==> src/rtl/spi_fe_pkg.sv <==
package spi_fe_pkg;

    localparam int ADDR_W   = 5;
    localparam int BYTE_W   = 8;
    localparam int CNT_W    = $clog2(BYTE_W);
    localparam int NUM_REGS = 1 << ADDR_W;

    typedef logic [ADDR_W-1:0] addr_t;
    typedef logic [BYTE_W-1:0] byte_t;

    // register numbers that are FIFO ports: 1, 2, 4
    localparam logic [NUM_REGS-1:0] FIFO_PORT_MASK = NUM_REGS'(32'h0000_0016);

    localparam addr_t LOW_FIRST  = addr_t'(13);
    localparam addr_t LOW_LAST   = addr_t'(20);
    localparam addr_t HIGH_FIRST = addr_t'(21);
    localparam addr_t HIGH_LAST  = addr_t'(31);

    localparam int CMD_DIR_BIT = 1;

    typedef enum logic [1:0] {WIN_HOLD, WIN_LOW, WIN_HIGH} win_e;
    typedef enum logic {PH_CMD, PH_DATA} phase_e;

    typedef struct packed {
        addr_t num;
        logic  wr;
    } cmd_t;

    function automatic logic is_fifo_port(addr_t a);
        return FIFO_PORT_MASK[a];
    endfunction

    function automatic win_e window_of(addr_t a);
        if (is_fifo_port(a))                  return WIN_HOLD;
        if (a >= LOW_FIRST && a <= LOW_LAST)  return WIN_LOW;
        if (a >= HIGH_FIRST && a <= HIGH_LAST) return WIN_HIGH;
        return WIN_HOLD;
    endfunction

    function automatic addr_t next_addr(addr_t a, win_e w);
        case (w)
            WIN_LOW:  return (a < LOW_LAST)  ? a + 1'b1 : a;
            WIN_HIGH: return (a < HIGH_LAST) ? a + 1'b1 : a;
            default:  return a;
        endcase
    endfunction

    function automatic cmd_t decode_cmd(byte_t b);
        cmd_t c;
        c.num = b[BYTE_W-1 -: ADDR_W];
        c.wr  = b[CMD_DIR_BIT];
        return c;
    endfunction

endpackage

==> src/rtl/spi_fe_sampler.sv <==
module spi_fe_sampler #(
    parameter int STAGES = 2
) (
    input  logic clk,
    input  logic rst,
    input  logic sck,
    input  logic cs_n,
    input  logic mosi,
    output logic sck_rise,
    output logic sck_fall,
    output logic sel,
    output logic sel_start,
    output logic mosi_s
);
    // bundle order: {sck, cs_n, mosi}
    localparam logic [2:0] IDLE = 3'b010;

    logic [2:0] cur;
    logic [2:0] synced;
    logic       sck_prev;
    logic       sel_prev;

    assign cur = {sck, cs_n, mosi};

    generate
        if (STAGES <= 1) begin : g_single
            logic [2:0] q;
            always_ff @(posedge clk) begin
                if (rst) q <= IDLE;
                else     q <= cur;
            end
            assign synced = q;
        end else begin : g_chain
            logic [STAGES-1:0][2:0] q;
            always_ff @(posedge clk) begin
                if (rst) q <= {STAGES{IDLE}};
                else     q <= {q[STAGES-2:0], cur};
            end
            assign synced = q[STAGES-1];
        end
    endgenerate

    always_ff @(posedge clk) begin
        if (rst) begin
            sck_prev <= 1'b0;
            sel_prev <= 1'b0;
        end else begin
            sck_prev <= synced[2];
            sel_prev <= ~synced[1];
        end
    end

    assign sel       = ~synced[1];
    assign sel_start = sel & ~sel_prev;
    assign sck_rise  = sel & synced[2] & ~sck_prev;
    assign sck_fall  = sel & ~synced[2] & sck_prev;
    assign mosi_s    = synced[0];

endmodule

==> src/rtl/spi_fe_shifter.sv <==
module spi_fe_shifter
    import spi_fe_pkg::*;
(
    input  logic  clk,
    input  logic  rst,
    input  logic  sel,
    input  logic  sel_start,
    input  logic  sck_rise,
    input  logic  sck_fall,
    input  logic  mosi_s,
    input  byte_t start_val,
    input  logic  load_req,
    input  byte_t load_val,
    output logic  byte_done,
    output byte_t rx_byte,
    output logic  miso
);
    localparam logic [CNT_W-1:0] LAST_BIT = CNT_W'(BYTE_W - 1);

    logic [CNT_W-1:0]  bit_cnt;
    logic [BYTE_W-2:0] rx_sh;
    byte_t             tx_sh;
    logic              load_pend;

    always_ff @(posedge clk) begin
        if (rst) begin
            bit_cnt   <= '0;
            rx_sh     <= '0;
            tx_sh     <= '0;
            load_pend <= 1'b0;
            byte_done <= 1'b0;
            rx_byte   <= '0;
        end else begin
            byte_done <= 1'b0;
            if (!sel) begin
                bit_cnt   <= '0;
                load_pend <= 1'b0;
                tx_sh     <= '0;
            end else begin
                if (sel_start) begin
                    tx_sh     <= start_val;
                    bit_cnt   <= '0;
                    load_pend <= 1'b0;
                end
                if (sck_rise) begin
                    rx_sh   <= {rx_sh[BYTE_W-3:0], mosi_s};
                    bit_cnt <= bit_cnt + 1'b1;
                    if (bit_cnt == LAST_BIT) begin
                        byte_done <= 1'b1;
                        rx_byte   <= {rx_sh, mosi_s};
                    end
                end
                if (load_req) load_pend <= 1'b1;
                if (sck_fall) begin
                    if (load_pend) begin
                        tx_sh     <= load_val;
                        load_pend <= 1'b0;
                    end else begin
                        tx_sh <= {tx_sh[BYTE_W-2:0], 1'b0};
                    end
                end
            end
        end
    end

    assign miso = sel & tx_sh[BYTE_W-1];

    // losing select clears the bit position and never completes a byte
    p_no_partial_r9: assert property (@(posedge clk) disable iff (rst)
        !sel |=> (bit_cnt == '0 && !byte_done));

endmodule

==> src/rtl/spi_fe_addr_track.sv <==
module spi_fe_addr_track
    import spi_fe_pkg::*;
(
    input  logic  clk,
    input  logic  rst,
    input  logic  start,
    input  addr_t start_addr,
    input  logic  adv,
    output addr_t addr
);
    win_e win_q;

    always_ff @(posedge clk) begin
        if (rst) begin
            addr  <= '0;
            win_q <= WIN_HOLD;
        end else if (start) begin
            addr  <= start_addr;
            win_q <= window_of(start_addr);
        end else if (adv) begin
            addr <= next_addr(addr, win_q);
        end
    end

    p_low_window_r5: assert property (@(posedge clk) disable iff (rst)
        (adv && !start && win_q == WIN_LOW) |=>
            (addr >= LOW_FIRST && addr <= LOW_LAST && addr >= $past(addr)));

    p_high_window_r6: assert property (@(posedge clk) disable iff (rst)
        (adv && !start && win_q == WIN_HIGH) |=>
            (addr >= HIGH_FIRST && addr >= $past(addr)));

    // R7, and R4 for the FIFO ports, which always fall in the hold class
    p_addr_hold_r7: assert property (@(posedge clk) disable iff (rst)
        (adv && !start && win_q == WIN_HOLD) |=> $stable(addr));

endmodule

==> src/rtl/spi_reg_frontend.sv <==
module spi_reg_frontend
    import spi_fe_pkg::*;
#(
    parameter int SYNC_STAGES = 2
) (
    input  logic       clk,
    input  logic       rst,
    input  logic       spi_sck,
    input  logic       spi_cs_n,
    input  logic       spi_mosi,
    output logic       spi_miso,
    input  logic       duplex_en,
    input  logic [7:0] irq_status,
    output logic [4:0] reg_addr,
    input  logic [7:0] rd_data,
    output logic [7:0] wr_data,
    output logic       reg_wr,
    output logic       reg_rd,
    output logic       fifo_push,
    output logic       fifo_pop
);
    logic   sck_rise, sck_fall, sel, sel_start, mosi_s;
    logic   byte_done;
    byte_t  rx_byte;
    byte_t  start_val, load_val;
    logic   load_req_q, adv_pend_q, dir_wr_q;
    phase_e phase_q;
    cmd_t   cmd;
    logic   trk_start;
    addr_t  cur_addr;

    spi_fe_sampler #(.STAGES(SYNC_STAGES)) u_sampler (
        .clk       (clk),
        .rst       (rst),
        .sck       (spi_sck),
        .cs_n      (spi_cs_n),
        .mosi      (spi_mosi),
        .sck_rise  (sck_rise),
        .sck_fall  (sck_fall),
        .sel       (sel),
        .sel_start (sel_start),
        .mosi_s    (mosi_s)
    );

    assign start_val = duplex_en ? irq_status : '0;
    assign load_val  = dir_wr_q ? '0 : rd_data;

    spi_fe_shifter u_shifter (
        .clk       (clk),
        .rst       (rst),
        .sel       (sel),
        .sel_start (sel_start),
        .sck_rise  (sck_rise),
        .sck_fall  (sck_fall),
        .mosi_s    (mosi_s),
        .start_val (start_val),
        .load_req  (load_req_q),
        .load_val  (load_val),
        .byte_done (byte_done),
        .rx_byte   (rx_byte),
        .miso      (spi_miso)
    );

    assign cmd       = decode_cmd(rx_byte);
    assign trk_start = sel && byte_done && (phase_q == PH_CMD);

    spi_fe_addr_track u_track (
        .clk        (clk),
        .rst        (rst),
        .start      (trk_start),
        .start_addr (cmd.num),
        .adv        (adv_pend_q),
        .addr       (cur_addr)
    );

    always_ff @(posedge clk) begin
        if (rst) begin
            phase_q    <= PH_CMD;
            dir_wr_q   <= 1'b0;
            adv_pend_q <= 1'b0;
            load_req_q <= 1'b0;
            reg_wr     <= 1'b0;
            reg_rd     <= 1'b0;
            fifo_push  <= 1'b0;
            fifo_pop   <= 1'b0;
        end else begin
            reg_wr     <= 1'b0;
            reg_rd     <= 1'b0;
            fifo_push  <= 1'b0;
            fifo_pop   <= 1'b0;
            adv_pend_q <= 1'b0;
            load_req_q <= adv_pend_q;
            if (!sel) begin
                phase_q <= PH_CMD;
            end else if (byte_done) begin
                if (phase_q == PH_CMD) begin
                    phase_q    <= PH_DATA;
                    dir_wr_q   <= cmd.wr;
                    load_req_q <= 1'b1;
                end else begin
                    if (dir_wr_q) begin
                        fifo_push <= is_fifo_port(cur_addr);
                        reg_wr    <= ~is_fifo_port(cur_addr);
                    end else begin
                        fifo_pop  <= is_fifo_port(cur_addr);
                        reg_rd    <= ~is_fifo_port(cur_addr);
                    end
                    adv_pend_q <= 1'b1;
                end
            end
        end
    end

    assign reg_addr = cur_addr;
    assign wr_data  = rx_byte;

    p_one_strobe_r11: assert property (@(posedge clk) disable iff (rst)
        $onehot0({reg_wr, reg_rd, fifo_push, fifo_pop}));

    p_strobe_pulse_r11: assert property (@(posedge clk) disable iff (rst)
        (reg_wr || reg_rd || fifo_push || fifo_pop) |=>
            !(reg_wr || reg_rd || fifo_push || fifo_pop));

    p_fifo_kind_r2: assert property (@(posedge clk) disable iff (rst)
        (fifo_push || fifo_pop) |-> is_fifo_port(reg_addr));

    p_reg_kind_r3: assert property (@(posedge clk) disable iff (rst)
        (reg_wr || reg_rd) |-> !is_fifo_port(reg_addr));

    p_cmd_addr_r1: assert property (@(posedge clk) disable iff (rst)
        trk_start |=> (reg_addr == $past(rx_byte[7:3])));

    p_reset_quiet_r10: assert property (@(posedge clk)
        rst |=> !(reg_wr || reg_rd || fifo_push || fifo_pop || spi_miso));

endmodule

==> config.mk <==
export PLATFORM = sky130hd
export DESIGN_NAME = spi_reg_frontend
export DESIGN_NICKNAME = d
export VERILOG_FILES = /design/src/rtl/spi_fe_pkg.sv /design/src/rtl/spi_fe_sampler.sv /design/src/rtl/spi_fe_shifter.sv /design/src/rtl/spi_fe_addr_track.sv /design/src/rtl/spi_reg_frontend.sv
export SDC_FILE = /design/constraint.sdc
export NUM_CORES = 1
export LEC_CHECK = 0
export ABC_AREA = 1
export BUFFER_PORTS_ARGS = -buffer_cell sky130_fd_sc_hd__buf_2
export CAP_MARGIN = 5
export CORE_MARGIN = 10
export CORE_UTILIZATION = 40
export DETAILED_ROUTE_END_ITERATION = 6
export SLEW_MARGIN = 20
export SYNTH_ARGS = -nofsm -noshare
export SYNTH_HDL_FRONTEND = slang
export SYNTH_HIERARCHICAL = 1
export SYNTH_SLANG_ARGS = --single-unit
==> constraint.sdc <==
create_clock -name clk -period 2.88 [get_ports clk]
set_input_delay 0.576 -clock clk [delete_from_list [all_inputs] [get_ports clk]]
set_output_delay 0.576 -clock clk [all_outputs]
set_load 0.1 [all_outputs]
-- Word level (Yosys, flattened, before mapping)
Memory sizes are Yosys's and may differ from the RTL's. A register that Yosys moved wholly into a read port is not among the register bits.
Cells that the tools add are included.
- logic and storage cells: 114
- memories kept: 2
- ROM bits: 64
- bits in registers: 51
- output and inout bits: 18
- input port bits: 22
- eq/ne operators: 5
- reduce and logical (&&, ||, !) cells: 17
- multiplexer cells: 45
- bitwise gates (word level): 15
- $add $sub $neg: 2
- magnitude comparators: 8
- memories (memory ; words ; bits a word ; read ports ; clocked after memory_dff ; wr ports ; line ; RTL):
    (name not given) ; 32 ; 1 ; 1 ; 1 ; 0 ; spi_fe_pkg.sv:30 ; return FIFO_PORT_MASK[a];
    (name not given) ; 32 ; 1 ; 1 ; 1 ; 0 ; spi_fe_pkg.sv:30 ;
- operator list (operator ; number):
    $mux 5 ; 8
    $mux 8 ; 5
    $mux 1 ; 23
    $lt 5x6->1 const B ; 2
    $mux 2 ; 6
    $le 5x5->1 const B ; 2
    $lt 5x5->1 const B ; 2
    $pmux 5 s2 ; 1
    $reduce_or 5->1 ; 2
    $not 1->1 ; 9
    $and 1x1->1 ; 6
    $mux 3 ; 2
    $ne 3x2->1 const B ; 2
    $reduce_and 3->1 ; 2
    $reduce_bool 2->1 ; 3
    $reduce_or 3->1 ; 2
    $add 5x1->5 const B ; 1
    $ge 5x4->1 const B ; 1
    $ge 5x5->1 const B ; 1
    $logic_and 1x1->1 ; 4
    $reduce_and 4->1 ; 1
    $add 3x1->3 const B ; 1
    $eq 3x3->1 const B ; 1
    $reduce_bool 3->1 ; 1
    other kinds (4) ; 4

-- Depth between registers and ports, before layout
Gate-level depths: netlist (run 1).
- depth after elaboration: 15
- gate-level depth with buffers: 10
- gate-level depth less buffers: 8

-- By module
Netlist (run 1), hierarchy kept.
- modules (own cells, without submodules) (module ; sequential area each (µm²) ; area each (µm²) ; instances ; cells an instance):
    spi_fe_shifter ; 560.5 ; 1261.2 ; 1 ; 176
    spi_fe_addr_track ; 140.1 ; 519.2 ; 1 ; 78
    spi_reg_frontend ; 160.2 ; 447.9 ; 1 ; 76
    spi_fe_sampler ; 160.2 ; 236.5 ; 1 ; 27

-- Worst setup path before layout (run 1)
Ideal clock, no wire load.
- path type: register to register
- from: register u_track.addr[0]
- to: register u_track.addr[4]
- arrival time: 1.803 ns
- buffers on the path: 0
- stages on the path, launching flop included: 9
- setup time: 0.120 ns
- data required time: 2.760 ns
- setup slack: 0.957 ns
- period minus slack after synthesis: 1.923 ns
- path through: dfxtp_1 ha_1 nand2_1 inv_1 nand3_1 nand3_1 nand2_1 nand2_1 a21oi_1
- cells in the longest elaborated chain, start to end: 5
- elaborated cells between the ends (all ways): 11
- classes of those cells: add/sub (1); order compare (2); eq/ne (2); mux (5); reduce/logical (1)
- ends and longest elaborated chain (element ; line ; RTL):
    start, declared ; spi_fe_addr_track.sv:9 ; output addr_t addr
    start signal, assigned ; spi_fe_addr_track.sv:18 ; addr <= start_addr;
    start signal, assigned ; spi_fe_addr_track.sv:21 ; addr <= next_addr(addr, win_q);
    $add 5x1->5 ; spi_fe_pkg.sv:42, spi_fe_pkg.sv:43 ;
    $mux 5, on equally long branches ; spi_fe_pkg.sv:43, spi_fe_pkg.sv:42 ;
    $pmux 5 s2 ; spi_fe_pkg.sv:41 ; case (w)
    $mux 5 ; spi_fe_addr_track.sv:20 ; end else if (adv) begin
    $mux 5 ; spi_fe_addr_track.sv:17 ; end else if (start) begin
Several ways; a longest one is shown, not always the timed one. The select of a mux whose other input is x is not followed.
A chain may end at the register's enable or synchronous reset.

-- Worst setup path in the final report (run 1)
- from: register u_sampler.g_chain.q (netlist bit u_sampler/synced[1])
- to: output spi_miso
- cells in the longest elaborated chain, start to end: 2
- ends and longest elaborated chain (element ; line ; RTL):
    start, declared ; spi_fe_sampler.sv:34 ; logic [STAGES-1:0][2:0] q;
    start signal, assigned ; spi_fe_sampler.sv:36 ; if (rst) q <= {STAGES{IDLE}};
    start signal, assigned ; spi_fe_sampler.sv:37 ; else q <= {q[STAGES-2:0], cur};
    $not 1->1 (no line) ; n/a ;
    named net sel ; spi_reg_frontend.sv:22 ; logic sck_rise, sck_fall, sel, sel_start, mosi_s;
    $and 1x1->1 ; spi_fe_shifter.sv:66 ; assign miso = sel & tx_sh[BYTE_W-1];
    end, declared ; spi_reg_frontend.sv:11 ; output logic spi_miso,
The timed path passes the listed nets, and every way through them passes these cells.

==> impl_metrics.csv, run 1 <==
group,metric,value,unit
routing,first_iter_violations,84,
routing,drt.antenna.violating_nets,0,
logic_synthesis,syn-num-nets,385,
cts,path_clk_slew,0.09,ns
die,pin_count,40,
die,die_h,98.5,microns
final_layout,seq_area,1020,sq um
cts,numCtsBuffers,5,
critical_path,worst-r2r-cell-count,7,
final_layout,fill_cells,617,
logic_synthesis,syn_area,2460,sq um
placement,dp_hpwl,3730,microns
routing,vias_per_cell,4.50,
power_and_ir_drop,sw_frac_of_total,0.228,
grt,antenna_found_initial,0,
cts,ctsHoldBuffers,0,
routing,drc,0,
final_layout,multi_input_area,1090,sq um
timing,fin_crit_sh,0.699,
power_and_ir_drop,p_total,1170,uW
power_and_ir_drop,leakage,0.00141,uW
final_layout,final_nets,424,
die,fp.dieW,98.5,microns
die,dieArea,9700,sq um
timing,maxSlewHeadroom,0.663,
power_and_ir_drop,cellInternalPower,907,uW
die,start_util,0.414,
run_status,status,"finished clean",
critical_path,worstSetupPathType,"reg2out",
final_layout,layout-drive-gt1-share,0.164,
die,coreArea,5960,sq um
critical_path,required,2.30,ns
cts,clock_path_buffers,2,
power_and_ir_drop,seqPwrFrac,0.606,
grt,met2_usage,0.172,
cts,cts.repair.resized,0,
logic_synthesis,synth_area_per_cell,6.90,sq um
timing,setup_violations,0,
final_layout,fin_cells,472,
critical_path,cp-end-kind,"primary output",
final_layout,antenna_cells,0,
grt,met3_usage,0.0293,
final_layout,syn_to_final_growth,12.8,%
placement,numPortBuffers,39,
cts,post_cts.repair.setup_buffers,0,
power_and_ir_drop,power_density,423,nW/um^2
grt,grtUsageMet1,0.130,
routing,wl_per_cell,10.5,microns
routing,vias,2123,
logic_synthesis,yosysUniqueCellTypes,29,
critical_path,crit_arrival,1.44,ns
power_and_ir_drop,pwr-share-clk,0.345,
grt,grt_usage,0.103,
timing,worst_slack,0.866,ns
power_and_ir_drop,power.switching,267,uW
power_and_ir_drop,p_comb_frac,0.049,
final_layout,mostFrequentLayoutCells,"76 x nand2_1, 65 x inv_1, 51 x dfxtp_1, 42 x nor2_1, 39 x buf_2",
timing,finClkSkew,0.00645,ns
worst_hold_path,hp-class,"reg2reg",
grt,grt_pass1_wl,8890,microns
critical_path,startpoint_type,"flip-flop",
timing,hold_violations,0,
timing,setup_tns,0,ns
routing,drtPass1Iterations,4,
grt,grt_pass1_vias,1997,
placement,pre_cts_ws,1.18,ns
placement,placed_cells,464,
logic_synthesis,yosys_register_bits,51,
die,row_count,28,
timing,rsz0062_at_grt,"no",
final_layout,final_common_cell,"nand2_1",
logic_synthesis,ys_seq_area_frac,0.414,
placement,gp_congestion,0.789,
run,maxCapViolations,0,
critical_path,cp_max_fo,9,
timing,min_period,2.01,ns
logic_synthesis,syn_inst,357,
logic_synthesis,yosysWarnings,6,
cts,cts_sinks,51,
grt,top_usage_layer,"met2",
timing,slew_violations,0,
grt,grt-ovfl-total,0,
timing,clock.fmax,496,MHz
power_and_ir_drop,ir_drop,0.000383,V
worst_hold_path,min_path_cells,2,
cts,worstSkewPairLatency,0.29,ns
grt,grt_max_degree,25,
cts,htreeDepth,2,
cts,cts_root_buf,"clkbuf_8",
routing,drt-total-wl,4940,microns
cts,cts_tree,"yes",
timing,tightest_slew,0.504,ns
==> worst paths after layout <==
check / startpoint / to / slack, ns
setup / recovery: u_sampler/synced[1] / spi_miso / 0.87
hold / removal: u_sampler/g_chain.q[2] / u_sampler/synced[2] / 0.41
setup reg to reg: u_sampler/synced[1] / u_shifter/rx_byte[2] / 1.19
hold reg to reg: u_sampler/g_chain.q[2] / u_sampler/synced[2] / 0.41
==> synth_stat cells <==
library cell,instances,area (sq um)
dfxtp_1,51,1020
nor2_8,1,20.0
o21bai_1,1,7.51
inv_2,5,18.8
mux2i_1,1,10.0
nand3_1,28,140
nand3b_1,1,7.51
a21oi_1,24,120
o21ai_1,15,75.1
nand2_2,4,25.0
inv_4,1,6.26
clkinv_4,1,8.76
clkinv_1,1,3.75
buf_6,4,45.0
nand3_2,1,10.0
a21oi_2,1,8.76
or2_1,2,12.5
nand2_1,76,285
buf_4,2,15.0
nor2_1,42,158
nor2_2,1,6.26
ha_1,6,75.1
nand3_4,1,17.5
nor3_1,2,10.0
nand2_4,2,22.5
nand4_1,1,6.26
inv_1,65,244
o21ai_0,15,75.1
buf_2,2,10.0
==> routing by layer <==
| metal | share of wire | up-vias | routed length [microns] |
|---|---|---|---|
| li1 | - | 1175 | - |
| met1 | 0.50 | 919 | 2450 |
| met5 | 0 | - | 0 |
| met3 | 0.044 | 2 | 217 |
| met4 | 0.0045 | 0 | 22 |
| met2 | 0.46 | 27 | 2260 |
==> cell families (layout without fill, tap and decap cells) <==
logic type,Yosys count,in the layout,share of synthesized area
and+or+nand+nor,162,162,0.292
buffers and inverters,81,121,0.143
AOI/OAI and AO/OA,56,56,0.116
DFF,51,51,0.414
adders and majority gates,6,6,0.0305
muxes,1,1,0.00406
==> worst max-delay path: stages (launching register included) <==
cell,delay [ns]
dfxtp_1,0.33
inv_1,0.26
nand2_1,0.09
inv_1,0.05
buf_2,0.41
==> metrics by stage <==
stage	utilization	hold slack, ns	instance area (sq um)
after floorplan	-	0.383	2460
after global placement	0.452	0.387	2690
after detailed placement	0.452	0.393	2690
after CTS	0.467	0.407	2780
after global routing	0.467	0.431	2780
final	0.467	0.407	2780
==> layout make-up <==
class                           instances  area share
Multi-Input combinational cell        225       0.393
Sequential cell                        51       0.367
Tap cell                               75      0.0338
Clock buffer                            6      0.0261
Clock inverter                          2     0.00585
Timing Repair Buffer                   40      0.0729
Inverter                               73       0.101
==> state kept, by name, indices dropped and copies added, names as in the netlist <==
register             count
u_shifter/tx_sh          8
u_sampler/sck_prev       1
fifo_push                1
u_shifter/byte_done      1
phase_q                  1
load_req_q               1
u_shifter/rx_byte        8
reg_rd                   1
u_sampler/synced         3
u_shifter/load_pend      1
reg_wr                   1
fifo_pop                 1
u_shifter/bit_cnt        3
u_track/win_q            2
dir_wr_q                 1
adv_pend_q               1
u_sampler/g_chain.q      3
u_sampler/sel_prev       1
u_shifter/rx_sh          7
u_track/addr             5
==> power by group through the flow <==
stage / combinational, uW / clock, uW / sequential [uW]
2_1_floorplan: 34.2 / 0 / 728
3_3_place_gp: 56.8 / 0 / 729
3_5_place_dp: 57.7 / 0 / 729
4_1_cts: 58.0 / 421 / 712
5_1_grt: 68.1 / 447 / 713
6_report: 57.6 / 405 / 712
Note: power is estimated with default switching activity, not from simulation.
==> run 2: changes to the inputs <==
clock period = 1.9 ns   (was 2.88 ns; I/O delays follow)
==> impl_metrics.csv, run 2 (same netlist as run 1, synthesis figures left out) <==
group,metric,value,unit
run_status,status,"finished clean",
routing,first_iter_violations,89,
cts,cts_root_buf,"clkbuf_8",
die,row_count,28,
final_layout,final_util,0.470,
routing,drtPass1Iterations,4,
power_and_ir_drop,ir_drop,0.000486,V
cts,clock_path_buffers,2,
cts,path_clk_slew,0.09,ns
critical_path,r2r_start,"u_sampler/synced[1]",
critical_path,crit_path_end,"spi_miso",
placement,dp_hpwl,3760,microns
cts,worstSkewPairLatency,0.30,ns
cts,numCtsBuffers,5,
routing,wl_per_cell,10.5,microns
run,maxCapViolations,0,
grt,grt-ovfl-total,0,
critical_path,cp-startpoint,"u_sampler/synced[1]",
die,die_h,98.5,microns
critical_path,cp_slowest_cell,"dfxtp_1",
timing,maxSlewHeadroom,0.673,
final_layout,syn_to_final_growth,13.6,%
critical_path,worstSetupPathType,"reg2out",
grt,antenna_found_initial,0,
grt,grt_max_degree,24,
die,pin_count,40,
critical_path,cp_max_fo,9,
die,dieArea,9700,sq um
cts,cts_sinks,51,
die,fp.dieW,98.5,microns
timing,rsz0062_at_grt,"no",
timing,fin_crit_sh,0.894,
worst_hold_path,min_path_cells,2,
timing,min_period,1.70,ns
cts,post_cts.repair.setup_buffers,0,
timing,slew_violations,0,
placement,numPortBuffers,39,
timing,clock.fmax,589,MHz
grt,grt_pass1_wl,8650,microns
routing,drc,0,
power_and_ir_drop,power_density,640,nW/um^2
final_layout,layout-drive-gt1-share,0.173,
critical_path,r2r_slack,0.26,ns
cts,cts_tree,"yes",
critical_path,cp_cell_sequence,"inv_1, nand2_1, inv_1, clkbuf_4",
final_layout,fill_cells,647,
critical_path,slowest_delay,0.33,ns
critical_path,cp_common_cell,"inv_1",
cts,htreeDepth,2,
timing,hold_violations,0,
timing,finClkSkew,0.00523,ns
die,coreArea,5960,sq um
grt,grt_usage,0.102,
final_layout,mostFrequentLayoutCells,"76 x nand2_1, 65 x inv_1, 49 x dfxtp_1, 42 x nor2_1, 38 x buf_2",
routing,vias_per_cell,4.58,
timing,tightest_slew,0.494,ns
grt,grt_pass1_vias,1933,
critical_path,required,1.52,ns
worst_hold_path,hp-class,"in2reg",
timing,setup_tns,0,ns
placement,gp_congestion,0.787,
final_layout,final_common_cell,"nand2_1",
critical_path,r2r_end,"u_shifter/rx_byte[0]",
routing,vias,2169,
final_layout,antenna_cells,0,
routing,drt-total-wl,4960,microns
final_layout,final_nets,426,
power_and_ir_drop,leakage,0.00142,uW
critical_path,crit_arrival,1.32,ns
final_layout,reg.largest.list,"u_shifter/rx_byte x8, u_shifter/tx_sh x8, u_shifter/rx_sh x7",
cts,ctsHoldBuffers,0,
cts,cts.repair.resized,0,
die,start_util,0.414,
routing,drt.antenna.violating_nets,0,
critical_path,startpoint_type,"flip-flop",
timing,setup_violations,0,
critical_path,cp-end-kind,"primary output",
critical_path,worst-r2r-cell-count,7,
[run 2: cell types whose count changed in the layout (fill, tap and decap cells not counted)]
cell / before / now
dfxtp_2: 0 / 2
buf_2: 39 / 38
clkbuf_4: 0 / 1
dfxtp_1: 51 / 49
buf_4: 1 / 3
[run 2: cell type report]
cell class	count	area, sq um	share of cell area
multi-input combinational	225	1090	0.390
sequential	51	1020	0.366
inverter	73	282	0.101
timing repair buffer	42	220	0.0786
tap	75	93.8	0.0335
clock buffer	6	72.6	0.0259
clock inverter	2	16.3	0.00581
[run 2: worst min-delay path by stage]
stage / slack, ns / end / start
after floorplan: 0.38 / u_sampler/synced[1] / u_sampler/g_chain.q[1]
after global placement: 0.39 / u_sampler/synced[1] / u_sampler/g_chain.q[1]
after detailed placement: 0.40 / u_sampler/synced[1] / u_sampler/g_chain.q[1]
after CTS: 0.24 / u_sampler/g_chain.q[1] / spi_cs_n
after global routing: 0.23 / u_sampler/g_chain.q[1] / spi_cs_n
final: 0.25 / u_sampler/g_chain.q[1] / spi_cs_n
[run 2: power breakdown]
group	switching (uW)	internal [uW]	total [uW]	leakage [uW]
registers	3.01	1080	1080	0.000413
logic	52.5	36.4	88.9	0.000968
clock network	360	265	625	0.0000418
[run 2: routing by layer]
layer,global-route usage,routed length [microns],up-vias
li1,-,-,1177
met1,0.129,2420,942
met2,0.163,2220,44
met3,0.0342,284,6
met4,0.0265,34,0
met5,0,0,-
[run 2: critical path: cells and delay by family, from the launching register on]
kind,cells,cell delay (ns)
buf+inv,3,0.60
flops,1,0.33
simple gates,1,0.09
[run 2: metrics by stage]
step | std cells | area, sq um | total power (uW) | hold WS, ns | worst slack, ns
floorplan | 357 | 2470 | 1160 | 0.383 | 0.0472
finish | 474 | 2800 | 1790 | 0.247 | 0.202
CTS | 474 | 2800 | 1820 | 0.236 | 0.0736
global placement | 466 | 2710 | 1190 | 0.391 | 0.329
global route | 474 | 2800 | 1880 | 0.229 | 0.0669
detailed placement | 466 | 2710 | 1190 | 0.395 | 0.261
